**src/rtl/sp_regs_pkg.sv**
```systemverilog
package sp_regs_pkg;
  localparam int unsigned ERR_W     = 4;
  localparam int unsigned STAT_THRE = 5;
  localparam int unsigned STAT_RDR  = 4;
  localparam int unsigned CTRL_TXIE = 0;
  localparam int unsigned CTRL_RXIE = 1;
  localparam int unsigned CTRL_W    = 2;

  // error flag word, bit 3 down to bit 0 as seen in the status register
  typedef struct packed {
    logic brk;
    logic frm;
    logic par;
    logic ovr;
  } err_flags_t;
endpackage

```
**src/rtl/sp_tx_hold.sv**
```systemverilog
module sp_tx_hold #(
  parameter int unsigned BYTE_W = 8
) (
  input  logic              clk,
  input  logic              rst,
  input  logic              wr_en,
  input  logic [BYTE_W-1:0] wr_byte,
  input  logic              core_fill,
  input  logic              core_free,
  output logic [BYTE_W-1:0] hold_byte,
  output logic              load_pulse,
  output logic              empty_q,
  output logic              empty_nxt
);
  always_comb begin
    if (wr_en || core_fill) empty_nxt = 1'b0;
    else if (core_free)     empty_nxt = 1'b1;
    else                    empty_nxt = empty_q;
  end

  always_ff @(posedge clk) begin
    if (rst) begin
      hold_byte  <= '0;
      load_pulse <= 1'b0;
      empty_q    <= 1'b1;
    end else begin
      load_pulse <= wr_en;
      empty_q    <= empty_nxt;
      if (wr_en) hold_byte <= wr_byte;
    end
  end

  // a software write empties the flag at the same edge
  p_empty_clr_on_wr_r2: assert property (@(posedge clk) disable iff (rst)
    wr_en |=> !empty_q);
  // the load pulse follows the write and carries the written byte
  p_load_byte_r2: assert property (@(posedge clk) disable iff (rst)
    wr_en |=> (load_pulse && hold_byte == $past(wr_byte)));
  // clearing wins over a coincident free strobe
  p_clr_beats_free_r3: assert property (@(posedge clk) disable iff (rst)
    (core_fill && core_free) |=> !empty_q);
endmodule

```
**src/rtl/sp_rx_stat.sv**
```systemverilog
module sp_rx_stat
  import sp_regs_pkg::*;
#(
  parameter int unsigned BYTE_W = 8
) (
  input  logic              clk,
  input  logic              rst,
  input  logic              rx_valid,
  input  logic [BYTE_W-1:0] rx_byte,
  input  logic              rx_break,
  input  logic              rx_frame_err,
  input  logic              rx_parity_err,
  input  logic              rd_data,
  input  logic              clr_wr,
  input  logic [ERR_W-1:0]  clr_mask,
  output logic [BYTE_W-1:0] rx_hold,
  output logic              ready_q,
  output logic [ERR_W-1:0]  err_q,
  output logic [ERR_W-1:0]  err_nxt
);
  err_flags_t set_ev;
  logic       overrun;

  assign overrun = rx_valid && ready_q && !rd_data;

  always_comb begin
    set_ev.brk = rx_break;
    set_ev.frm = rx_frame_err;
    set_ev.par = rx_parity_err;
    set_ev.ovr = overrun;
    err_nxt    = (err_q & ~(clr_wr ? clr_mask : '0)) | set_ev;
  end

  always_ff @(posedge clk) begin
    if (rst) begin
      rx_hold <= '0;
      ready_q <= 1'b0;
      err_q   <= '0;
    end else begin
      err_q <= err_nxt;
      if (rx_valid) begin
        rx_hold <= rx_byte;
        ready_q <= 1'b1;
      end else if (rd_data) begin
        ready_q <= 1'b0;
      end
    end
  end

  // a new byte always leaves the ready flag set
  p_ready_on_byte_r4: assert property (@(posedge clk) disable iff (rst)
    rx_valid |=> ready_q);
  // a byte on top of an unread byte flags an overrun
  p_overrun_flag_r6: assert property (@(posedge clk) disable iff (rst)
    (rx_valid && ready_q && !rd_data) |=> err_q[0]);
  // without a clearing write no flag drops
  p_err_sticky_r5: assert property (@(posedge clk) disable iff (rst)
    !clr_wr |=> ((err_q & $past(err_q)) == $past(err_q)));
  // a break event survives a coincident clear
  p_set_beats_clr_r8: assert property (@(posedge clk) disable iff (rst)
    (rx_break && clr_wr && clr_mask[3]) |=> err_q[3]);
endmodule

```
**src/rtl/sp_irq_gen.sv**
```systemverilog
module sp_irq_gen
  import sp_regs_pkg::*;
(
  input  logic             clk,
  input  logic             rst,
  input  logic             tx_en_nxt,
  input  logic             rx_en_nxt,
  input  logic             empty_nxt,
  input  logic [ERR_W-1:0] err_nxt,
  output logic             irq
);
  always_ff @(posedge clk) begin
    if (rst) irq <= 1'b0;
    else     irq <= (tx_en_nxt && empty_nxt) || (rx_en_nxt && |err_nxt);
  end
endmodule

```
**src/rtl/sp_reg_front.sv**
```systemverilog
module sp_reg_front
  import sp_regs_pkg::*;
#(
  parameter int unsigned ADDR_W    = 8,
  parameter int unsigned DATA_W    = 16,
  parameter int unsigned BYTE_W    = 8,
  parameter logic [ADDR_W-1:0] CTRL_OFS = 8'h80,
  parameter logic [ADDR_W-1:0] STAT_OFS = 8'h82,
  parameter logic [ADDR_W-1:0] TXD_OFS  = 8'h84,
  parameter logic [ADDR_W-1:0] RXD_OFS  = 8'h86
) (
  input  logic              clk,
  input  logic              rst,
  input  logic              bus_wr,
  input  logic              bus_rd,
  input  logic [ADDR_W-1:0] bus_addr,
  input  logic [DATA_W-1:0] bus_wdata,
  output logic [DATA_W-1:0] bus_rdata,
  output logic [BYTE_W-1:0] tx_byte,
  output logic              tx_load,
  input  logic              tx_fill,
  input  logic              tx_free,
  input  logic              rx_valid,
  input  logic [BYTE_W-1:0] rx_byte,
  input  logic              rx_break,
  input  logic              rx_frame_err,
  input  logic              rx_parity_err,
  output logic              irq
);
  localparam int unsigned STAT_W = STAT_THRE + 1;

  logic              wr_ctrl, wr_stat, wr_txd, rd_rxd;
  logic [CTRL_W-1:0] ctrl_q, ctrl_nxt;
  logic              empty_q, empty_nxt, ready_q;
  logic [ERR_W-1:0]  err_q, err_nxt;
  logic [BYTE_W-1:0] rx_hold;
  logic [STAT_W-1:0] stat_word;
  logic [DATA_W-1:0] rd_mux;

  assign wr_ctrl = bus_wr && (bus_addr == CTRL_OFS);
  assign wr_stat = bus_wr && (bus_addr == STAT_OFS);
  assign wr_txd  = bus_wr && (bus_addr == TXD_OFS);
  assign rd_rxd  = bus_rd && (bus_addr == RXD_OFS);

  assign ctrl_nxt = wr_ctrl ? bus_wdata[CTRL_W-1:0] : ctrl_q;

  always_ff @(posedge clk) begin
    if (rst) ctrl_q <= '0;
    else     ctrl_q <= ctrl_nxt;
  end

  sp_tx_hold #(.BYTE_W(BYTE_W)) u_tx (
    .clk       (clk),
    .rst       (rst),
    .wr_en     (wr_txd),
    .wr_byte   (bus_wdata[BYTE_W-1:0]),
    .core_fill (tx_fill),
    .core_free (tx_free),
    .hold_byte (tx_byte),
    .load_pulse(tx_load),
    .empty_q   (empty_q),
    .empty_nxt (empty_nxt)
  );

  sp_rx_stat #(.BYTE_W(BYTE_W)) u_rx (
    .clk          (clk),
    .rst          (rst),
    .rx_valid     (rx_valid),
    .rx_byte      (rx_byte),
    .rx_break     (rx_break),
    .rx_frame_err (rx_frame_err),
    .rx_parity_err(rx_parity_err),
    .rd_data      (rd_rxd),
    .clr_wr       (wr_stat),
    .clr_mask     (bus_wdata[ERR_W-1:0]),
    .rx_hold      (rx_hold),
    .ready_q      (ready_q),
    .err_q        (err_q),
    .err_nxt      (err_nxt)
  );

  sp_irq_gen u_irq (
    .clk      (clk),
    .rst      (rst),
    .tx_en_nxt(ctrl_nxt[CTRL_TXIE]),
    .rx_en_nxt(ctrl_nxt[CTRL_RXIE]),
    .empty_nxt(empty_nxt),
    .err_nxt  (err_nxt),
    .irq      (irq)
  );

  always_comb begin
    stat_word            = '0;
    stat_word[STAT_THRE] = empty_q;
    stat_word[STAT_RDR]  = ready_q;
    stat_word[ERR_W-1:0] = err_q;
  end

  always_comb begin
    rd_mux = '0;
    if (bus_addr == CTRL_OFS)      rd_mux[CTRL_W-1:0] = ctrl_q;
    else if (bus_addr == STAT_OFS) rd_mux[STAT_W-1:0] = stat_word;
    else if (bus_addr == TXD_OFS)  rd_mux[BYTE_W-1:0] = tx_byte;
    else if (bus_addr == RXD_OFS)  rd_mux[BYTE_W-1:0] = rx_hold;
  end

  always_ff @(posedge clk) begin
    if (rst)         bus_rdata <= '0;
    else if (bus_rd) bus_rdata <= rd_mux;
  end

  // an enabled pending error always shows on the request line
  p_irq_rx_src_r10: assert property (@(posedge clk) disable iff (rst)
    (ctrl_q[CTRL_RXIE] && |err_q) |-> irq);
  // with both enables off the request is low
  p_irq_masked_r10: assert property (@(posedge clk) disable iff (rst)
    (ctrl_q == '0) |-> !irq);
  // read data is stable when nothing is read
  p_rdata_hold_r11: assert property (@(posedge clk) disable iff (rst)
    !bus_rd |=> $stable(bus_rdata));
  // the read-only flags do not move on a status write alone
  p_ro_bits_r7: assert property (@(posedge clk) disable iff (rst)
    (wr_stat && !rx_valid && !rd_rxd && !tx_fill && !tx_free) |=>
      ($stable(ready_q) && $stable(empty_q)));
endmodule

```
**config.mk**
```make
export PLATFORM = sky130hd
export DESIGN_NAME = sp_reg_front
export DESIGN_NICKNAME = d
export VERILOG_FILES = /design/src/rtl/sp_regs_pkg.sv /design/src/rtl/sp_tx_hold.sv /design/src/rtl/sp_rx_stat.sv /design/src/rtl/sp_irq_gen.sv /design/src/rtl/sp_reg_front.sv
export SDC_FILE = /design/constraint.sdc
export NUM_CORES = 1
export LEC_CHECK = 0
export CORE_MARGIN = 4
export CORE_UTILIZATION = 40
export CTS_CLUSTER_SIZE = 20
export DETAILED_ROUTE_END_ITERATION = 10
export PLACE_DENSITY_LB_ADDON = 0.25
export SKIP_LAST_GASP = 1
export SYNTH_ARGS = -nofsm -noshare
export SYNTH_HDL_FRONTEND = slang
export SYNTH_SLANG_ARGS = --single-unit
```
**constraint.sdc**
```tcl
create_clock -name clk -period 1.7 [get_ports clk]
set_input_delay 0.34 -clock clk [delete_from_list [all_inputs] [get_ports clk]]
set_output_delay 0.34 -clock clk [all_outputs]
set_load 0.05 [all_outputs]
```
* Yosys cells after proc, flatten, opt, wreduce, memory -nomap -nowiden
Index checks and enable logic that the tools add are counted.
** Cells by class
- Equal/unequal tests :: 4
- Muxes and demuxes :: 12
- Bitwise operators :: 3
- Reduce and logical (&&, ||, !) cells :: 13
** Operator list (number)
- $eq A8 B8 Y1 const B :: 4
- $mux W8 :: 2
- $mux W6 :: 2
- $logic_and A1 B1 Y1 :: 8
- $mux W2 :: 3
- $and A4 B4 Y4 :: 1
- $mux W1 :: 4
- $mux W4 :: 1
- $not A4 Y4 :: 1
- $or A4 B4 Y4 :: 1
- $reduce_or A4 Y1 :: 1
- $logic_or A1 B1 Y1 :: 2
- $reduce_bool A2 Y1 :: 1
- $logic_not A1 Y1 :: 1
** Storage, ports and cells
- Register bits :: 34
- Output and inout port bits :: 26
- Logic and storage cells :: 41

* Depth between registers and ports, before layout
Gate-level depths: netlist of the first run.
- Word-level depth :: 9
- Depth in mapped cells :: 6
- Depth with buffers taken out :: 4

* Cells and area by module
Synthesis of the first run repeated with hierarchy kept, for this count alone.
** Unflattened totals
- Cell total of the unflattened synthesis :: 166
- Area, all modules :: 1597.8 µm²
** Modules (own cells, without submodules)
- sp_reg_front :: times used 1, cells an instance 75, area each 676.9 µm², seq. area each 200.2 µm²
- sp_rx_stat :: times used 1, cells an instance 54, area each 530.5 µm², seq. area each 260.2 µm²
- sp_tx_hold :: times used 1, cells an instance 33, area each 352.8 µm², seq. area each 200.2 µm²
- sp_irq_gen :: times used 1, cells an instance 4, area each 37.5 µm², seq. area each 20.0 µm²

* Worst setup path after synthesis of the first run
Ideal clock, no wire load.
- Kind :: input -> register
- Start point :: in bus_addr[1]
- End point :: reg bus_rdata[2]
- Setup time :: 134 ps
- Arrival time :: 1376 ps
- Data required time :: 1566 ps
- Slack :: 190 ps
- Stages on the path :: 6
- Path through :: buf_6 and4bb_4 and2_1 clkbuf_2 a222oi_1 a211oi_1
** Between the ends
- Word-level cells in the longest chain between the ends :: 5
- Elaborated cells between the ends (all ways) :: 8
- Those cells by class :: eq/ne: 4; mux: 4
** Ends and longest elaborated chain
- from (decl) :: RTL line sp_reg_front.sv:16 : input logic [ADDR_W-1:0] bus_addr,
- $eq A8 B8 Y1 :: RTL line sp_reg_front.sv:104 : else if (bus_addr == RXD_OFS) rd_mux[BYTE_W-1:0] = rx_hold;
- $mux W8 :: RTL line sp_reg_front.sv:104
- $mux W8 :: RTL line sp_reg_front.sv:103 : else if (bus_addr == TXD_OFS) rd_mux[BYTE_W-1:0] = tx_byte;
- $mux W6 :: RTL line sp_reg_front.sv:102 : else if (bus_addr == STAT_OFS) rd_mux[STAT_W-1:0] = stat_word;
- $mux W6 (*) :: RTL line sp_reg_front.sv:101 : if (bus_addr == CTRL_OFS) rd_mux[CTRL_W-1:0] = ctrl_q;
- to (signal assigned) :: RTL line sp_reg_front.sv:109 : else if (bus_rd) bus_rdata <= rd_mux;
- to (decl) :: RTL line sp_reg_front.sv:18 : output logic [DATA_W-1:0] bus_rdata,
Every way passes the cells marked *; elsewhere a longest branch is shown, timed or not.
A chain may end at the register's enable or synchronous reset.

* Worst setup path in the final report of the first run
- Start point :: in bus_addr[7]
- End point :: reg u_irq.irq
** Between the ends
- Word-level cells in the longest chain between the ends :: 9
- Elaborated cells between the ends (all ways) :: 21
- Those cells by class :: eq/ne: 4; mux: 3; bitwise: 3; reduce/logical: 11
** Ends and longest elaborated chain
- $eq A8 B8 Y1 :: RTL line sp_reg_front.sv:41 : assign wr_stat = bus_wr && (bus_addr == STAT_OFS);
- $logic_and A1 B1 Y1 :: RTL line sp_reg_front.sv:41
- $mux W4 :: RTL line sp_rx_stat.sv:31 : err_nxt = (err_q & ~(clr_wr ? clr_mask : '0)) | set_ev;
- $not A4 Y4 :: RTL line sp_rx_stat.sv:31
- $and A4 B4 Y4 :: RTL line sp_rx_stat.sv:31
- $or A4 B4 Y4 :: RTL line sp_rx_stat.sv:31
- $reduce_or A4 Y1 :: RTL line sp_irq_gen.sv:14 : else irq <= (tx_en_nxt && empty_nxt) || (rx_en_nxt && |err_nxt);
- $logic_and A1 B1 Y1 :: RTL line sp_irq_gen.sv:14
- $logic_or A1 B1 Y1 (*) :: RTL line sp_irq_gen.sv:14
- to (signal assigned) :: RTL line sp_irq_gen.sv:14
- to (decl) :: RTL line sp_irq_gen.sv:10 : output logic irq
Marks and branches as above.

==> results of run 1 <==
[sequential cells by signal, summed over array words and instances, names as in the netlist]
signal / cells
u_tx.hold_byte: 8
u_rx.ready_q: 1
u_irq.irq: 1
u_tx.empty_q: 1
u_rx.rx_hold: 8
ctrl_q: 2
u_tx.load_pulse: 1
bus_rdata: 8
u_rx.err_q: 4
[repair_timing]
item                       in CTS  in global routing
pin swaps                       6                  3
setup endpoints to repair       7                  7
gates resized for setup         5                  8
buffers inserted                0                  1
[Yosys cell counts, types with 3 or more instances]
| cell type | n | area [µm²] |
|---|---|---|
| a211oi_1 | 4 | 30.03 |
| a222oi_1 | 4 | 40.04 |
| a31oi_1 | 4 | 25.02 |
| a41oi_1 | 3 | 26.28 |
| and2_1 | 6 | 37.54 |
| buf_4 | 9 | 67.56 |
| buf_6 | 4 | 45.04 |
| clkbuf_1 | 3 | 11.26 |
| dfxtp_1 | 34 | 680.7 |
| inv_1 | 8 | 30.03 |
| mux2i_1 | 18 | 180.2 |
| nand4_1 | 3 | 18.77 |
| nor2_1 | 28 | 105.1 |
| o211ai_1 | 4 | 30.03 |
[logic make-up after synthesis]
kind of cell | synth area share
AOI/OAI and AO/OA | 0.1540
buffers and inverters | 0.1072
DFF | 0.4106
muxes | 0.1087
other | 0.002262
and+or+nand+nor | 0.2174
[layout make-up]
class / instances / area [µm²]
fill: 378 / 1642
multi-input combinational: 114 / 860.8
sequential: 34 / 680.7
timing repair buffer: 70 / 610.6
clock buffer: 5 / 68.82
tap: 50 / 62.56
clock inverter: 3 / 45.04
inverter: 8 / 30.03
[routing by layer]
metal	vias up	share of wire	track usage
met5	-	0	0
met4	0	0.013	0.06762
met3	7	0.065	0.02909
met2	45	0.45	0.2528
met1	661	0.47	0.2251
li1	725	-	-
[where the power goes]
part	internal (mW)	total, mW	switching (mW)
clock	0.436	0.745	0.309
sequential	0.825	0.843	0.0180
combinational	0.133	0.295	0.162
[worst max-delay path: stages]
cell and delay (ns):
clkdlybuf4s50_1 0.50, and4bb_4 0.33, nand4_4 0.13, a2111oi_4 0.38, o211ai_1 0.12
[worst max-delay path by stage]
stage	to	slack, ns	depth (start not counted)
final	u_irq.irq	0.06	5
after floorplan	bus_rdata[2]	0.19	6
after detailed placement	u_irq.irq	-0.42	6
after global placement	u_irq.irq	-0.37	5
after CTS	u_irq.irq	-0.002	5
after global routing	u_irq.irq	0.0006	6
[stage by stage]
stage	utilization	setup TNS, ns
after floorplan	-	0
after global placement	0.5499	-5.770
after detailed placement	0.5499	-6.403
after CTS	0.5802	-0.001516
after global routing	0.5896	0
final	0.5896	0
==> run summary, run 1 <==
Max-cap violations in this run came to 0. The Yosys step of the flow raised 0 warnings. The capturing element type of the critical path is a register. The most used flip-flop cell after synthesis is dfxtp_1.

The remaining antenna violation count is 0. The detailed-placement wirelength estimate is 3153 µm. For the worst-skew pair, the clock arrives at the later sink with an insertion delay of between 0.2 and 0.3 ns. The logic depth of the worst register-to-register path is 4. Final hold analysis gives a worst-case slack of 0.4962 ns. The share of flip-flops with an asynchronous set or reset came out at 0. The number of vias after detailed routing is 1438. The per-cell via count in the routed design is approximately 5.1.

In the layout the commonest cells are 37 x buf_4, 34 x dfxtp_1, 28 x nor2_1. The overall overflow remaining after global route is 0. In the routed design, unresolved DRC markers number 0. The worst setup path is launched from an input port. Routability-driven placement finished with a final weighted congestion of 0.8040.

The post-layout net count is 275. At the worst endpoint, the arrival time is 1.80 ns. The die extent in x came out at 72.38 µm.

The global routing usage summed across all routing layers is 0.1637. The number of different library cells used by synthesis comes to 38. The library cell used most frequently in the layout, excluding fill and tap cells, is buf_4.

The critical path data required time is 1.86 ns. The critical path starts at bus_addr[7]. In the final layout, the share of cells above drive strength 1 is 0.2692. The final hold violation count is 0. Setup repair after global routing left no endpoint under its margin. The class of the tightest hold or removal check is reg2reg. The count of routing violations after the opening detailed-route iteration came out at 86. The y dimension of the die came out at approximately 72 µm.

The launch point of the worst hold path is bus_rdata[3]. The number of top-level pins is 68. The die outline area is 5239 µm². The total number of placement rows is 23. The final cell area excluding filler cells came out at 2359 µm². The first global-routing pass estimated roughly 6700 µm of wire.

The maximum number of pins on one net before global-route repair is 26. The synthesized area is 1658 µm². The synthesized netlist cell count is 169. Compared with the post-synthesis result, the final layout area differs by 42.26%. The worst setup path is of the in2reg kind. The path with the worst hold slack has its endpoint at bus_rdata[3]. The final setup slack of the worst path came out at roughly 0.063 ns.

After detailed routing, the total wire length is 4164 µm. The number of hold-repair buffers added at the cts stage is 0. Timing would allow up to 610.9 MHz.

Across the VDD grid, the largest voltage drop is 585.1 µV. The deepest level of the CTS H-tree came out at 2. The power density over the cells is 798.2 nW/µm². The synthesized design contains 0 enable-type register cells.

The first-pass iteration count of the detailed router came out at 5. The slack of the worst reg-to-reg path came out at 0.60 ns. The leakage power total came out at around 1.0 nW.

The number of buffers between clock root and the deepest sink is 2. The total design power is 1.883 mW. The largest fanout on the critical path came out at 7. The number of synthesized register bits is 34.

The total instance count after detailed placement came out at 275. The share of synthesized area occupied by flip-flops and latches is 0.4106. The setup slack at placement came out at -0.4229 ns.

Clock-pin slew was measured on the worst setup and hold paths at 0.07 ns. The tree built by TritonCTS fans out to 34 sinks. In the finished design, the share of the clock period the worst path needs comes to 0.9628.

The number of buffer cells added on primary ports came out at 51. The instance area at placement is about 2200 µm². The number of antenna diodes in the final layout is 0. The post-route clock skew came out at 0.006622 ns. The total of endpoints with negative setup slack in the final report came out at 0. The minimum clock period after layout is 1.637 ns. Averaged over all synthesized cells, the footprint is 9.810 µm². In this run the critical register-to-register path is launched from u_tx.empty_q. The initial antenna violation count is 0.

The root buffer cell chosen for the clock tree is clkbuf_8. The max-slew violation count is 0. The floorplan step defined a core boundary enclosing 4000 µm².

The via count of the first global-routing pass came to 1360. The finished layout holds 284 standard cells, fillers aside. The endpoint identified for the worst register-to-register timing path is u_irq.irq. The number of clock buffers added by TritonCTS is 5. The cell depth of the worst hold path came out at 2.

The run finished with clean final reports. The routed length per instance is ~15 µm. The initial cell density of the core is 0.4145. TritonCTS built the clock tree.
Note: power is estimated with default switching activity, not from simulation.
==> run 2, diff against run 1 <==
- CAP_MARGIN: unset -> 20
- SKIP_LAST_GASP: 1 -> unset
==> run summary, run 2 (same netlist as run 1, synthesis figures left out) <==
The flow ran to the end, and the final reports show no timing, DRC or antenna violations. In the finished design, the share of the clock period the worst path needs comes to 0.9672. The total routed wirelength came out at 4140 µm. The total area inside the core boundary comes to 4000 µm².

The setup slack at placement is -0.4229 ns. Grouping stages by cell kind, the critical path spends the most delay in buffers and inverters. The routed length per instance is 14.58 µm. For this run, the top clock speed supported by timing is 608.2 MHz. On the critical path, the stage with the largest delay is an instance of clkdlybuf4s50_1. The number of vias after detailed routing is 1422. The remaining design rule violation count is 0. The power density over the cells came out at between 700 and 800 nW/µm².

The latest clock arrival within the worst-skew pair is approximately 0.29 ns. The first global-routing pass estimated approximately 6700 µm of wire. The minimum clock period after layout came out at roughly 1.6 ns. Data on the critical path is required at its endpoint by ~1.9 ns. The count of routing violations after the opening detailed-route iteration is 88. The deepest level of the CTS H-tree came out at 2. The total of endpoints with negative setup slack in the final report came out at 0. The final cell area excluding filler cells came out at 2355 µm². The total number of placement rows is 23.

The max-slew violation count was 0. The max-capacitance violation count came out at 0. After detailed routing, the number of vias per cell comes to 5.007. The utilization after layout came out at 0.5887. The detailed-placement wirelength estimate is 3153 µm. The critical path goes through clkdlybuf4s50_1, and4bb_4, nand4_4, a2111oi_4, o211ai_1. The clock sink count came out at 34. The via count of the first global-routing pass is roughly 1400.

Setup repair after global routing left no endpoint under its margin. In this run the worst path has a maximum fanout of 7. The worst hold path belongs to the class reg2reg. Leaving out fill and tap cells, the most frequent cells in the layout are 37 x buf_4, 34 x dfxtp_1, 28 x nor2_1.

The clock buffer count from CTS came out at 5. The global routing usage summed across all routing layers came out at 0.1637. The initial antenna violation count is 0. The initial cell density of the core came out at 0.4145. The remaining antenna violation count came out at 0.

The die extent in x came out at 72.38 µm. The cell sitting at the root of the clock tree is a clkbuf_8. STA classifies the critical path startpoint as an input port.

The y dimension of the die is slightly above 70 µm. Once placement finished, the instance area stood at 2200 µm². The post-route clock skew is ~0.0066 ns.

The synthesis-to-layout area growth is 42.04%. The worst setup path is captured at a register. For this run, the post-layout net count is about 280. The final hold violation count came out at 0. The largest voltage drop on the vdd net is 585.1 µV. The number of buffers between clock root and the deepest sink is 2. The final-layout setup total negative slack came out at 0 ns. The most frequent standard cell in the layout excluding fill and tap cells is buf_4. For this run, the detailed router's first-pass iteration total came to 5. Entering global routing, the biggest net connects 26 pins. For this run the aggregate overflow at the end of global routing stands at 0. The CTS clock-pin slew for the worst setup and hold paths is 0.07 ns. STA puts the critical path data arrival time at 1.81 ns. The final setup slack of the worst path came out at roughly 0.056 ns. In this run, post-CTS hold repair placed 0 buffers. The number of top-level pins is 68. The total buffers and inverters traversed by the critical path is 1. The critical path is of the in2reg type. The proportion of layout cells with a drive suffix above 1 is 0.2692. The largest registers in the layout are bus_rdata x8, u_rx.rx_hold x8, u_tx.hold_byte x8. The analysis attributes to cell leakage a power of ~1.0 nW.

The final weighted congestion in routability-driven placement is 0.8040. The number of buffer cells added on primary ports came out at 51. The largest incremental delay on the critical path is 0.50 ns. The number of antenna repair diodes is 0.

TritonCTS built the clock tree. The die outline area came out at 5239 µm².
## run 2: changes by cell type in the layout (fill, tap and decap cells not counted), sizes merged
cell and change:
dlygate4sd2 +1, dlymetal6s2s -1
## run 2: final cells by class
type | instances | area [µm²]
flip-flops and latches | 34 | 680.7
inverters | 8 | 30.03
clock buffers | 5 | 68.82
multi-input cells | 114 | 860.8
repair buffers | 70 | 606.8
clock inverters | 3 | 45.04
well taps | 50 | 62.56
fillers | 378 | 1645
## run 2: path summary, 6_finish.rpt
check | start | endpoint | slack (ns) | cells past startpoint
worst max-delay path | bus_addr[7] | u_irq.irq | 0.06 | 5
worst min-delay path | bus_rdata[3] | bus_rdata[3] | 0.50 | 2
worst max register to register | u_tx.empty_q | u_irq.irq | 0.59 | 4
worst min register to register | bus_rdata[3] | bus_rdata[3] | 0.50 | 2
## run 2: per-layer routing
layer,global-route usage,vias up,wire length (µm)
li1,-,726,-
met1,0.2251,650,1973
met2,0.2528,41,1867
met3,0.02909,5,248
met4,0.06762,0,51
met5,0,-,0
## run 2: what timing repair did
action	in CTS	in global routing
pin swaps	6	3
endpoints found under the setup margin	7	7
buffers inserted	0	1
gates resized for setup	6	7
## run 2: power by group
part	switching (mW)	internal, mW
Sequential	0.0180	0.825
Clock	0.309	0.436
Combinational	0.162	0.132
## run 2: per-stage QoR
| step | std cells | hold WS, ns | total power, mW |
|---|---|---|---|
| after detailed placement | 275 | 0.4789 | 1.150 |
| after floorplan | 176 | 0.4511 | 1.031 |
| after CTS | 283 | 0.4949 | 1.895 |
| final | 284 | 0.4962 | 1.882 |
| after global placement | 275 | 0.4714 | 1.150 |
| after global routing | 284 | 0.5197 | 1.953 |
## run 2: worst register-to-register path, stage by stage, from the launching register on
cell	delay, ns
dfxtp_1	0.37
nor2_1	0.06
a311oi_1	0.33
o211ai_1	0.16
o211ai_1	0.11
